### config.mk
export PLATFORM = sky130hd
export DESIGN_NAME = pe_det_node
export DESIGN_NICKNAME = d
export VERILOG_FILES = /design/src/rtl/pe_det_pkg.sv /design/src/rtl/pe_rx.sv /design/src/rtl/pe_regfile.sv /design/src/rtl/pe_arith.sv /design/src/rtl/pe_tx.sv /design/src/rtl/pe_det_node.sv
export SDC_FILE = /design/constraint.sdc
export NUM_CORES = 2
export LEC_CHECK = 0
export ABC_CLOCK_PERIOD_IN_PS = 11210
export BUFFER_PORTS_ARGS = -buffer_cell sky130_fd_sc_hd__buf_2
export CAP_MARGIN = 20
export CORE_UTILIZATION = 45
export DETAILED_ROUTE_END_ITERATION = 12
export GPL_TIMING_DRIVEN = 0
export PLACE_DENSITY = 0.7
export SYNTH_ARGS = -nofsm -noshare
export SYNTH_HDL_FRONTEND = slang
export SYNTH_HIERARCHICAL = 1
export SYNTH_SLANG_ARGS = --single-unit
### constraint.sdc
create_clock -name clk -period 11.21 [get_ports clk]
set_input_delay 1.6815 -clock clk [delete_from_list [all_inputs] [get_ports clk]]
set_output_delay 1.6815 -clock clk [all_outputs]
set_load 0.05 [all_outputs]
### src/rtl/pe_det_pkg.sv
package pe_det_pkg;
  localparam int PE_NREG = 8;
  localparam int PE_AW   = $clog2(PE_NREG);
  localparam int PE_OPS  = 4;

  // register file slots; the arithmetic sequence depends on these positions
  localparam logic [PE_AW-1:0] RF_A    = 3'd0;
  localparam logic [PE_AW-1:0] RF_B    = 3'd1;
  localparam logic [PE_AW-1:0] RF_C    = 3'd2;
  localparam logic [PE_AW-1:0] RF_D    = 3'd3;
  localparam logic [PE_AW-1:0] RF_P0   = 3'd4;
  localparam logic [PE_AW-1:0] RF_P1   = 3'd5;
  localparam logic [PE_AW-1:0] RF_DIFF = 3'd6;
  localparam logic [PE_AW-1:0] RF_ID   = 3'd7;

  typedef enum logic [1:0] {
    SQ_IDLE,
    SQ_MUL1,
    SQ_SUB,
    SQ_TX
  } seq_state_t;
endpackage

### src/rtl/pe_rx.sv
module pe_rx #(
  parameter int TAG_W  = 3,
  parameter int DATA_W = 64
) (
  input  logic              clk,
  input  logic              rst_n,
  input  logic              rx_bit,
  input  logic              rx_frame,
  output logic              commit_o,
  output logic [TAG_W-1:0]  tag_o,
  output logic [DATA_W-1:0] data_o
);
  localparam int LEN = TAG_W + DATA_W;
  localparam int CW  = $clog2(LEN);
  localparam logic [CW-1:0] LAST = CW'(LEN - 1);

  logic [CW-1:0]  cnt_q, cnt_d;
  logic           hold_q, hold_d;
  logic [LEN-2:0] sh_q;
  logic           sh_en;
  logic [LEN-1:0] full;

  always_comb begin
    cnt_d    = cnt_q;
    hold_d   = hold_q;
    sh_en    = 1'b0;
    commit_o = 1'b0;
    if (!rx_frame) begin
      cnt_d  = '0;
      hold_d = 1'b0;
    end else if (!hold_q) begin
      if (cnt_q == LAST) begin
        cnt_d    = '0;
        hold_d   = 1'b1;
        commit_o = 1'b1;
      end else begin
        cnt_d = cnt_q + 1'b1;
        sh_en = 1'b1;
      end
    end
  end

  always_ff @(posedge clk or negedge rst_n) begin
    if (!rst_n) begin
      cnt_q  <= '0;
      hold_q <= 1'b0;
      sh_q   <= '0;
    end else begin
      cnt_q  <= cnt_d;
      hold_q <= hold_d;
      if (sh_en) sh_q <= {rx_bit, sh_q[LEN-2:1]};
    end
  end

  assign full   = {rx_bit, sh_q};
  assign tag_o  = full[TAG_W-1:0];
  assign data_o = full[LEN-1:TAG_W];

  // a frame can only complete if the strobe was already high one cycle earlier
  p_commit_after_run_r2: assert property (@(posedge clk) disable iff (!rst_n)
    commit_o |-> $past(rx_frame));
endmodule

### src/rtl/pe_regfile.sv
module pe_regfile #(
  parameter int W      = 64,
  parameter int N      = 8,
  parameter int OPS    = 4,
  parameter int ID_IDX = N - 1,
  localparam int AW    = $clog2(N)
) (
  input  logic          clk,
  input  logic          rst_n,
  input  logic          wa_en,
  input  logic [AW-1:0] wa_addr,
  input  logic [W-1:0]  wa_data,
  input  logic          wb_en,
  input  logic [AW-1:0] wb_addr,
  input  logic [W-1:0]  wb_data,
  input  logic [AW-1:0] rd0_addr,
  input  logic [AW-1:0] rd1_addr,
  output logic [W-1:0]  rd0_data,
  output logic [W-1:0]  rd1_data,
  output logic [W-1:0]  id_word,
  output logic          id_valid
);
  logic [N-1:0][W-1:0] ent;
  logic                id_set_q;

  for (genvar g = 0; g < N; g++) begin : g_ent
    logic         we;
    logic [W-1:0] d;
    logic [W-1:0] q;
    if (g == ID_IDX) begin : g_idslot
      assign we = wa_en && (wa_addr == AW'(g)) && !id_set_q;
      assign d  = wa_data;
    end else if (g < OPS) begin : g_opslot
      assign we = wa_en && (wa_addr == AW'(g));
      assign d  = wa_data;
    end else begin : g_workslot
      assign we = wb_en && (wb_addr == AW'(g));
      assign d  = wb_data;
    end
    always_ff @(posedge clk or negedge rst_n) begin
      if (!rst_n)  q <= '0;
      else if (we) q <= d;
    end
    assign ent[g] = q;
  end

  always_ff @(posedge clk or negedge rst_n) begin
    if (!rst_n) id_set_q <= 1'b0;
    else if (wa_en && (wa_addr == AW'(ID_IDX))) id_set_q <= 1'b1;
  end

  assign rd0_data = ent[rd0_addr];
  assign rd1_data = ent[rd1_addr];
  assign id_word  = ent[ID_IDX];
  assign id_valid = id_set_q;

  p_id_fixed_r3: assert property (@(posedge clk) disable iff (!rst_n)
    (id_valid && $past(id_valid)) |-> $stable(id_word));
endmodule

### src/rtl/pe_arith.sv
module pe_arith #(
  parameter int W    = 64,
  parameter int OP_W = 32
) (
  input  logic [W-1:0] opx,
  input  logic [W-1:0] opy,
  input  logic         do_sub,
  output logic [W-1:0] res
);
  localparam int PW = 2 * OP_W;

  logic signed [PW-1:0] prod;
  logic        [W-1:0]  prod_w;

  assign prod = $signed(opx[OP_W-1:0]) * $signed(opy[OP_W-1:0]);

  if (W > PW) begin : g_ext
    assign prod_w = {{(W-PW){prod[PW-1]}}, prod};
  end else begin : g_fit
    assign prod_w = prod[W-1:0];
  end

  assign res = do_sub ? (opx - opy) : prod_w;
endmodule

### src/rtl/pe_tx.sv
module pe_tx #(
  parameter int FW = 128
) (
  input  logic          clk,
  input  logic          rst_n,
  input  logic          load,
  input  logic [FW-1:0] load_word,
  output logic          tx_bit,
  output logic          tx_busy,
  output logic          last
);
  localparam int CW = $clog2(FW);
  localparam logic [CW-1:0] LAST = CW'(FW - 1);

  logic          busy_q, busy_d;
  logic [CW-1:0] cnt_q, cnt_d;
  logic [FW-1:0] sh_q, sh_d;
  logic          sh_en;

  always_comb begin
    busy_d = busy_q;
    cnt_d  = cnt_q;
    sh_d   = sh_q;
    sh_en  = 1'b0;
    if (load) begin
      busy_d = 1'b1;
      cnt_d  = '0;
      sh_d   = load_word;
      sh_en  = 1'b1;
    end else if (busy_q) begin
      if (cnt_q == LAST) begin
        busy_d = 1'b0;
      end else begin
        cnt_d = cnt_q + 1'b1;
        sh_d  = sh_q >> 1;
        sh_en = 1'b1;
      end
    end
  end

  always_ff @(posedge clk or negedge rst_n) begin
    if (!rst_n) begin
      busy_q <= 1'b0;
      cnt_q  <= '0;
      sh_q   <= '0;
    end else begin
      busy_q <= busy_d;
      cnt_q  <= cnt_d;
      if (sh_en) sh_q <= sh_d;
    end
  end

  assign tx_bit  = sh_q[0];
  assign tx_busy = busy_q;
  assign last    = busy_q && (cnt_q == LAST);

  p_frame_len_r8: assert property (@(posedge clk) disable iff (!rst_n)
    $fell(busy_q) |-> ($past(cnt_q) == LAST));
  p_load_when_idle_r8: assert property (@(posedge clk) disable iff (!rst_n)
    load |-> !busy_q);
endmodule

### src/rtl/pe_det_node.sv
module pe_det_node
  import pe_det_pkg::*;
#(
  parameter int WORD_W = 64,
  parameter int OP_W   = 32,
  parameter int TAG_W  = 3
) (
  input  logic clk,
  input  logic rst_n,
  input  logic rx_bit,
  input  logic rx_frame,
  output logic tx_bit,
  output logic tx_frame,
  output logic res_valid,
  output logic id_error
);
  localparam logic [TAG_W-1:0] TAG_ID  = TAG_W'(4);
  localparam logic [TAG_W-1:0] TAG_OPS = TAG_W'(PE_OPS);

  logic              rx_commit;
  logic [TAG_W-1:0]  rx_tag;
  logic [WORD_W-1:0] rx_data;
  logic              is_id, is_op, op_ok, id_wr;
  logic [WORD_W-1:0] op_sext;

  logic              wa_en, wb_en;
  logic [PE_AW-1:0]  wa_addr, wb_addr, rd0_addr, rd1_addr;
  logic [WORD_W-1:0] wa_data, rd0_data, rd1_data, id_word, arith_res;
  logic              id_valid, do_sub;

  logic              tx_load, tx_last, tx_busy;

  seq_state_t          state_q, state_d;
  logic [PE_OPS-1:0]   mask_q, mask_d, mask_set;
  logic                mask_clr;
  logic                err_q, err_d, valid_q, valid_d;

  pe_rx #(.TAG_W(TAG_W), .DATA_W(WORD_W)) u_rx (
    .clk(clk), .rst_n(rst_n), .rx_bit(rx_bit), .rx_frame(rx_frame),
    .commit_o(rx_commit), .tag_o(rx_tag), .data_o(rx_data)
  );

  pe_regfile #(.W(WORD_W), .N(PE_NREG), .OPS(PE_OPS), .ID_IDX(int'(RF_ID))) u_rf (
    .clk(clk), .rst_n(rst_n),
    .wa_en(wa_en), .wa_addr(wa_addr), .wa_data(wa_data),
    .wb_en(wb_en), .wb_addr(wb_addr), .wb_data(arith_res),
    .rd0_addr(rd0_addr), .rd1_addr(rd1_addr),
    .rd0_data(rd0_data), .rd1_data(rd1_data),
    .id_word(id_word), .id_valid(id_valid)
  );

  pe_arith #(.W(WORD_W), .OP_W(OP_W)) u_alu (
    .opx(rd0_data), .opy(rd1_data), .do_sub(do_sub), .res(arith_res)
  );

  pe_tx #(.FW(2*WORD_W)) u_tx (
    .clk(clk), .rst_n(rst_n), .load(tx_load), .load_word({arith_res, id_word}),
    .tx_bit(tx_bit), .tx_busy(tx_busy), .last(tx_last)
  );

  // receive-side decode: identity and operand slots write through port A
  always_comb begin
    is_id    = (rx_tag == TAG_ID);
    is_op    = (rx_tag < TAG_OPS);
    id_wr    = rx_commit && is_id;
    op_ok    = rx_commit && is_op && id_valid;
    op_sext  = {{(WORD_W-OP_W){rx_data[OP_W-1]}}, rx_data[OP_W-1:0]};
    wa_en    = id_wr || op_ok;
    wa_addr  = id_wr ? RF_ID : {1'b0, rx_tag[1:0]};
    wa_data  = id_wr ? rx_data : op_sext;
    mask_set = op_ok ? (PE_OPS'(1) << rx_tag[1:0]) : '0;
    err_d    = rx_commit && is_op && !id_valid;
  end

  // compute sequencer: products in two cycles, difference in the third
  always_comb begin
    state_d  = state_q;
    wb_en    = 1'b0;
    wb_addr  = RF_P0;
    rd0_addr = RF_A;
    rd1_addr = RF_D;
    do_sub   = 1'b0;
    tx_load  = 1'b0;
    mask_clr = 1'b0;
    valid_d  = 1'b0;
    case (state_q)
      SQ_IDLE: begin
        if (&mask_q) begin
          wb_en    = 1'b1;
          wb_addr  = RF_P0;
          mask_clr = 1'b1;
          state_d  = SQ_MUL1;
        end
      end
      SQ_MUL1: begin
        rd0_addr = RF_B;
        rd1_addr = RF_C;
        wb_en    = 1'b1;
        wb_addr  = RF_P1;
        state_d  = SQ_SUB;
      end
      SQ_SUB: begin
        rd0_addr = RF_P0;
        rd1_addr = RF_P1;
        do_sub   = 1'b1;
        wb_en    = 1'b1;
        wb_addr  = RF_DIFF;
        tx_load  = 1'b1;
        valid_d  = 1'b1;
        state_d  = SQ_TX;
      end
      SQ_TX: begin
        if (tx_last) state_d = SQ_IDLE;
      end
      default: state_d = SQ_IDLE;
    endcase
    mask_d = (mask_clr ? '0 : mask_q) | mask_set;
  end

  always_ff @(posedge clk or negedge rst_n) begin
    if (!rst_n) begin
      state_q <= SQ_IDLE;
      mask_q  <= '0;
      err_q   <= 1'b0;
      valid_q <= 1'b0;
    end else begin
      state_q <= state_d;
      mask_q  <= mask_d;
      err_q   <= err_d;
      valid_q <= valid_d;
    end
  end

  assign tx_frame  = tx_busy;
  assign res_valid = valid_q;
  assign id_error  = err_q;

  p_valid_opens_tx_r7: assert property (@(posedge clk) disable iff (!rst_n)
    res_valid |-> (tx_frame && !$past(tx_frame)));
  p_tx_rise_valid_r7: assert property (@(posedge clk) disable iff (!rst_n)
    $rose(tx_frame) |-> res_valid);
  p_err_single_r5: assert property (@(posedge clk) disable iff (!rst_n)
    id_error |=> !id_error);
  p_start_full_r6: assert property (@(posedge clk) disable iff (!rst_n)
    (state_q == SQ_MUL1) |-> ($past(mask_q) == '1));
  p_busy_needs_id_r5: assert property (@(posedge clk) disable iff (!rst_n)
    (state_q != SQ_IDLE) |-> id_valid);
endmodule

== After elaboration in Yosys (flattened, before gate mapping) ==
Index checks and enable logic that the tools add are counted.
Cells by class
  add/subtract/negate cells: 3
  multiply operators: 1
  div/mod/pow operators: 0
  order comparisons: 3
  eq/ne operators: 17
  shifts and indexed selects: 1
  mux-type cells: 39
  bitwise operators: 1
  reductions and logical operators: 24
Operators by type and width (number)
  binary-select mux 64 bit (select 3 bit): 2
  2-to-1 mux 128 bit: 3
  2-to-1 mux 64 bit: 4
  multiplier 32 x 32 -> 64 bit: 1
  subtractor 64 bit: 1
  2-to-1 mux 7 bit: 6
  equality test 3 bit (second input constant): 5
  adder 7 x 1 -> 7 bit (second input constant): 2
  equality test 7 bit (second input constant): 2
  logical AND 1 bit: 14
  2-to-1 mux 1 bit: 14
  case mux 3 bit (2 select lines): 2
  less-than comparator 3 x 4 -> 1 bit (second input constant): 2
  2-to-1 mux 4 bit: 2
  != test 2 bit (second input constant): 4
  case mux 2 bit (4 select lines): 1
  equality test 3 x 2 -> 1 bit (second input constant): 2
  equality test 2 bit (second input constant): 2
  2-to-1 mux 2 bit: 2
  OR 4 bit: 1
  case mux 2 bit (2 select lines): 1
  AND reduction 2 bit: 2
  AND reduction 4 bit: 1
  left shift 1 x 2 -> 4 bit (first input constant): 1
  12 further kinds: 12
Word-level totals
  bits in registers: 731
  bits in latches: 0
  RAM bits: 0
  memory bits (read-only): 0
  output and inout bits: 4
  logic and storage cells: 108
  memories: 0

== Longest topological paths before layout ==
  word-level depth: 9
  gate-level depth with buffers: 38

== Modules after synthesis ==
The synthesis kept the hierarchy.
By module, submodules not included
  pe_arith: instances 1, cells an instance 4629, area each 41000.6 um^2, seq. area each 0.0 um^2
  pe_regfile: instances 1, cells an instance 1544, area each 26679.3 um^2, seq. area each 12837.3 um^2
  pe_tx: instances 1, cells an instance 1187, area each 9137.5 um^2, seq. area each 3403.3 um^2
  pe_rx: instances 1, cells an instance 188, area each 3106.7 um^2, seq. area each 1851.8 um^2
  pe_det_node: instances 1, cells an instance 116, area each 773.2 um^2, seq. area each 200.2 um^2

== Worst setup path after synthesis ==
OpenSTA, ideal clock, no wires.
  path kind: register to register
  start point: register state_q[0]
  end point: register u_rf.g_ent[4].q[58]
  library setup time: 125 ps
  data arrival time: 9835 ps
  setup slack: 1250 ps
  cell stages (with the launch flop): 32
  buffers on the path: 4
  period minus slack after synthesis: 9960 ps
  cells stage by stage: dfrtp_1 > inv_1 > ha_1 > buf_2 > buf_1 > mux4_2 > mux2_2 > inv_1 > buf_1 > nor2_1 > fa_1 > fa_1 > fa_1 > fa_1 > inv_1 > fa_1 > inv_1 > fa_1 > inv_1 > fa_1 > inv_1 > fa_1 > ha_1 > clkbuf_1 > nand4_1 > or3_1 > o221ai_1 > o311ai_1 > o21ai_0 > xnor2_1 > mux2i_1 > mux2_2
On the way
  elaborated cells on any way between the ends: 18
RTL lines
  from (decl): line pe_det_node.sv:33  | seq_state_t state_q, state_d;
  from (signal assigned): line pe_det_node.sv:127  | state_q <= state_d;
  equality test 2 bit: line pe_det_node.sv:86  | case (state_q)
  2-to-1 mux 1 bit: line pe_det_node.sv:86
  net do_sub: line pe_det_node.sv:29  | logic id_valid, do_sub;
  2-to-1 mux 64 bit: line pe_arith.sv:23  | assign res = do_sub ? (opx - opy) : prod_w;
  net arith_res[58]: line pe_det_node.sv:28  | logic [WORD_W-1:0] wa_data, rd0_data, rd1_data, id_word, arith_res;
  to (signal assigned): line pe_regfile.sv:41  | if (!rst_n) q <= '0;
  to (signal assigned): line pe_regfile.sv:42  | else if (we) q <= d;
  to (decl): line pe_regfile.sv:29  | logic [W-1:0] q;
The timed path passes the listed nets, and every way through them passes these cells. The select of a mux whose other input is x is not followed.
A chain may end at the register's enable or synchronous reset.

== Worst setup path in the final report ==
  start point: register state_q[0]
  end point: register u_tx.sh_q[115]
On the way
  elaborated cells on any way between the ends: 17
RTL lines
  equality test 2 bit: line pe_det_node.sv:86
  2-to-1 mux 1 bit: line pe_det_node.sv:86
  net do_sub: line pe_det_node.sv:29
  2-to-1 mux 64 bit: line pe_arith.sv:23
  net arith_res[51]: line pe_det_node.sv:28
  2-to-1 mux 128 bit: line pe_tx.sv:25  | if (load) begin
  to (signal assigned): line pe_tx.sv:45  | sh_q <= '0;
  to (signal assigned): line pe_tx.sv:49  | if (sh_en) sh_q <= sh_d;
  to (decl): line pe_tx.sv:17  | logic [FW-1:0] sh_q, sh_d;
The timed path passes the listed nets, and every way through them passes these cells. The select of a mux whose other input is x is not followed.

==> impl_metrics.json <==
{
  "critPathBufInv": 7,
  "drv_slew": 0,
  "cellLeakagePower_nw": 42.24,
  "first_pass_iters": 8,
  "root_buffer": "clkbuf_16",
  "vias": 61186,
  "fp.dieH_um": 425.5,
  "numPlacedInstances": 10043,
  "grt-ovfl-total": 0,
  "ys_seq_area_share_pct": 22.67,
  "grt_max_degree": 125,
  "crit_family": "adder cells",
  "syn_area_per_cell_um2": 10.53,
  "vdd_drop_max_mv": 0.1035,
  "multi_input_area_mm2": 0.05591,
  "crit_top_cell": "fa_1",
  "ys_ff_latch": 731,
  "first_iter_violations": 7074,
  "layout-drive-gt1-share_pct": 18.83,
  "startpoint_type": "flip-flop",
  "cts_made_buffers": 80,
  "synth_cells": 7664,
  "min_period_over_period_pct": 99.17,
  "syn_area_mm2": 0.08070,
  "intPower_w": 0.004337,
  "yosys.area.top_type": "fa_1",
  "start_util_pct": 45.28,
  "r2r_end": "u_tx/sh_q[115]",
  "clkLatencyLatePin_ns": 0.67,
  "ant_nets": 0,
  "worstPathMaxFanout": 14,
  "placementRows": 155,
  "io-pin-count": 8,
  "hpwl_mm": 220.5,
  "routedWlPerCell_um": 27.45,
  "core-area_mm2": 0.1782,
  "power_w": 0.005593,
  "worstPathArrival_ns": 11.71,
  "synth_edf_count": 0,
  "synth_area_leaders": "fa_1, dfrtp_1, mux2_2",
  "post_dp_cell_area_mm2": 0.08401,
  "finalHoldViolCount": 0,
  "gp_routability_congestion": 1.051,
  "viasPerCell": 5.999,
  "r2r_cells": 29,
  "whs_endpoint": "mask_q[3]",
  "tns_ns": 0,
  "cts.path.max_buffers": 3,
  "async_reset_ff_share_pct": 100.0,
  "area_growth_pct": 8.387,
  "cp-end-kind": "flip-flop",
  "hold_depth": 1,
  "grt_pass1_vias": 63786,
  "relSlewSlack_pct": 17.50,
  "min_from": "mask_q[3]",
  "crit_type": "reg2reg",
  "seqPwrFrac_pct": 48.7,
  "port_buffers": 7,
  "cpMaxStageDelayCell": "clkbuf_1",
  "die-area_mm2": 0.1810,
  "r2r-start": "state_q[0]",
  "tightest_slew_ns": 1.233,
  "cpPeakStageDelay_ns": 0.81,
  "hold_path_class": "reg2reg",
  "antenna_found_initial": 19,
  "p_sw_share_pct": 22.45,
  "cp.required_ns": 11.80,
  "power_frac_comb_pct": 3.0,
  "nets": 9156,
  "cts_sinks": 731,
  "remaining_drc_errors": 0,
  "synth_top_cell_area_share_pct": 26.87,
  "die_w_um": 425.5,
  "postRouteWirelength_mm": 280.0,
  "clkTransAtPathRegs_ns": 0.06,
  "rrSetupSlack_ns": 0.09,
  "seq_area_mm2": 0.01829,
  "period_needed_ns": 11.12,
  "cts_tree": "yes",
  "power_density_mw_per_mm2": 63.94,
  "fin_cells": 10200,
  "ys.warnings.count": 6,
  "synthFlopType": "dfrtp_1",
  "switchingPower_w": 0.001256,
  "fin_area_mm2": 0.08747,
  "nFillCells": 15968,
  "clkPwrFrac_pct": 48.3,
  "grt_pass1_wl_mm": 419.3,
  "clock_skew_ns": 0.03943,
  "grtUsageTotal_pct": 31.32,
  "cts.htree.levels": 3,
  "drv_cap": 0,
  "finalSetupViolCount": 0,
  "status": "finished clean",
  "synth.distinct_cells": 97,
  "fmax_ghz": 0.08995
}
==> final cells by class <==
type | count | area share, %
clock buffer | 115 | 2.659
multi-input combinational | 5242 | 63.93
clock inverter | 21 | 0.3619
buffer | 510 | 3.066
inverter | 1175 | 5.095
antenna | 11 | 0.03147
timing repair buffer | 40 | 0.5779
sequential | 731 | 20.91
tap | 2355 | 3.369
==> flip-flops by register name, indices dropped and copies added, names as in the netlist <==
name and cells:
u_rx/sh_q 66, u_tx/sh_q 128, u_rx/hold_q 1, u_tx/tx_busy 1, mask_q 4, u_rf/id_word 64
id_error 1, u_tx/cnt_q 7, state_q 2, u_rf/g_ent.q 448, u_rx/cnt_q 7, u_rf/id_valid 1
res_valid 1
==> how the worst max path moves through the flow <==
stage,from,end,slack [ns],cells past startpoint
final,state_q[0],u_tx/sh_q[115],0.09,29
after global routing,state_q[1],u_rf/g_ent[5].q[61],-0.09,38
after CTS,state_q[0],u_rf/g_ent[6].q[61],0.001,34
after detailed placement,state_q[0],u_rf/g_ent[4].q[58],-2.56,33
after global placement,rst_n,u_rf/g_ent[0].q[8],-6.98,1
after floorplan,state_q[0],u_rf/g_ent[4].q[58],1.25,31
==> placed cells by master, fill, tap and decap left out, types with 15 or more instances in the layout <==
cell / instances
nand4_1: 31
o21ai_0: 86
o21bai_1: 22
nand3_1: 160
clkbuf_1: 252
and3_1: 23
inv_1: 1158
o31a_1: 130
mux4_2: 256
a21oi_1: 287
o22ai_1: 132
clkbuf_16: 82
nor3_1: 23
fa_1: 1075
nor2_1: 163
clkbuf_8: 15
a31oi_1: 19
nand2_1: 784
nand2b_1: 155
dfrtp_1: 731
a21o_1: 75
buf_2: 91
mux2_4: 44
ha_1: 286
and2_1: 456
buf_1: 22
mux2_2: 656
xor2_1: 45
clkbuf_2: 77
buf_6: 32
buf_4: 61
xnor2_1: 67
nor2b_1: 15
==> per-stage QoR <==
| stage | setup WS, ns | hold slack, ns | util, % |
|---|---|---|---|
| CTS | 0.001051 | 0.4890 | 48.84 |
| global placement | -6.982 | 0.4686 | 46.96 |
| finish | 0.09257 | 0.4852 | 49.08 |
| global route | -0.08719 | 0.5138 | 49.06 |
| detailed placement | -2.565 | 0.4760 | 47.13 |
| floorplan | 1.250 | 0.4486 | - |
==> cell usage after synthesis (11+ instances only) <==
cell	n
a211oi_1	15
a21o_1	75
a21oi_1	296
a31oi_1	19
and2_1	456
and3_1	24
buf_1	38
buf_2	70
buf_4	42
buf_6	29
clkbuf_1	333
dfrtp_1	731
fa_1	1083
ha_1	289
inv_1	1171
mux2_1	11
mux2_2	660
mux2_4	40
mux2i_1	12
mux4_2	256
nand2_1	784
nand2b_1	155
nand3_1	161
nand4_1	31
nor2_1	165
nor2b_1	15
nor3_1	24
o211ai_1	14
o21a_1	12
o21ai_0	92
o21bai_1	22
o22ai_1	132
o31a_1	130
or2_2	12
xnor2_1	77
xor2_1	48
==> what timing repair did <==
item | 4_1_cts | 5_1_grt
gates resized for setup | 145 | 152
pin swaps | 4 | 5
setup buffers | 7 | 6
endpoints found under the setup margin | 168 | 104
hold buffers | 0 | 0
==> layer usage <==
metal,track usage (%),share of wire (%),up-vias
li1,-,-,25241
met3,8.878,11,816
met5,0,0.024,-
met4,17.82,6.9,12
met2,47.10,44,3498
met1,40.52,38,31619
==> logic make-up after synthesis <==
| logic type | synth area share (%) |
|---|---|
| and+or+nand+nor | 11.40 |
| AOI/OAI and AO/OA | 7.272 |
| adders and majority gates | 31.35 |
| xor gates and xnor gates | 1.357 |
| buffers and inverters | 8.545 |
| muxes | 17.40 |
| other | 0.009306 |
| DFF | 22.67 |
==> power groups by stage <==
stage	clock network [W]	logic, W	registers (W)
after floorplan	0	0.0000871	0.00276
after global placement	0	0.000151	0.00277
after detailed placement	0	0.000163	0.00277
after CTS	0.00273	0.000164	0.00273
after global routing	0.00284	0.000182	0.00273
final	0.00270	0.000165	0.00272
(Power assumes the default switching activity.)
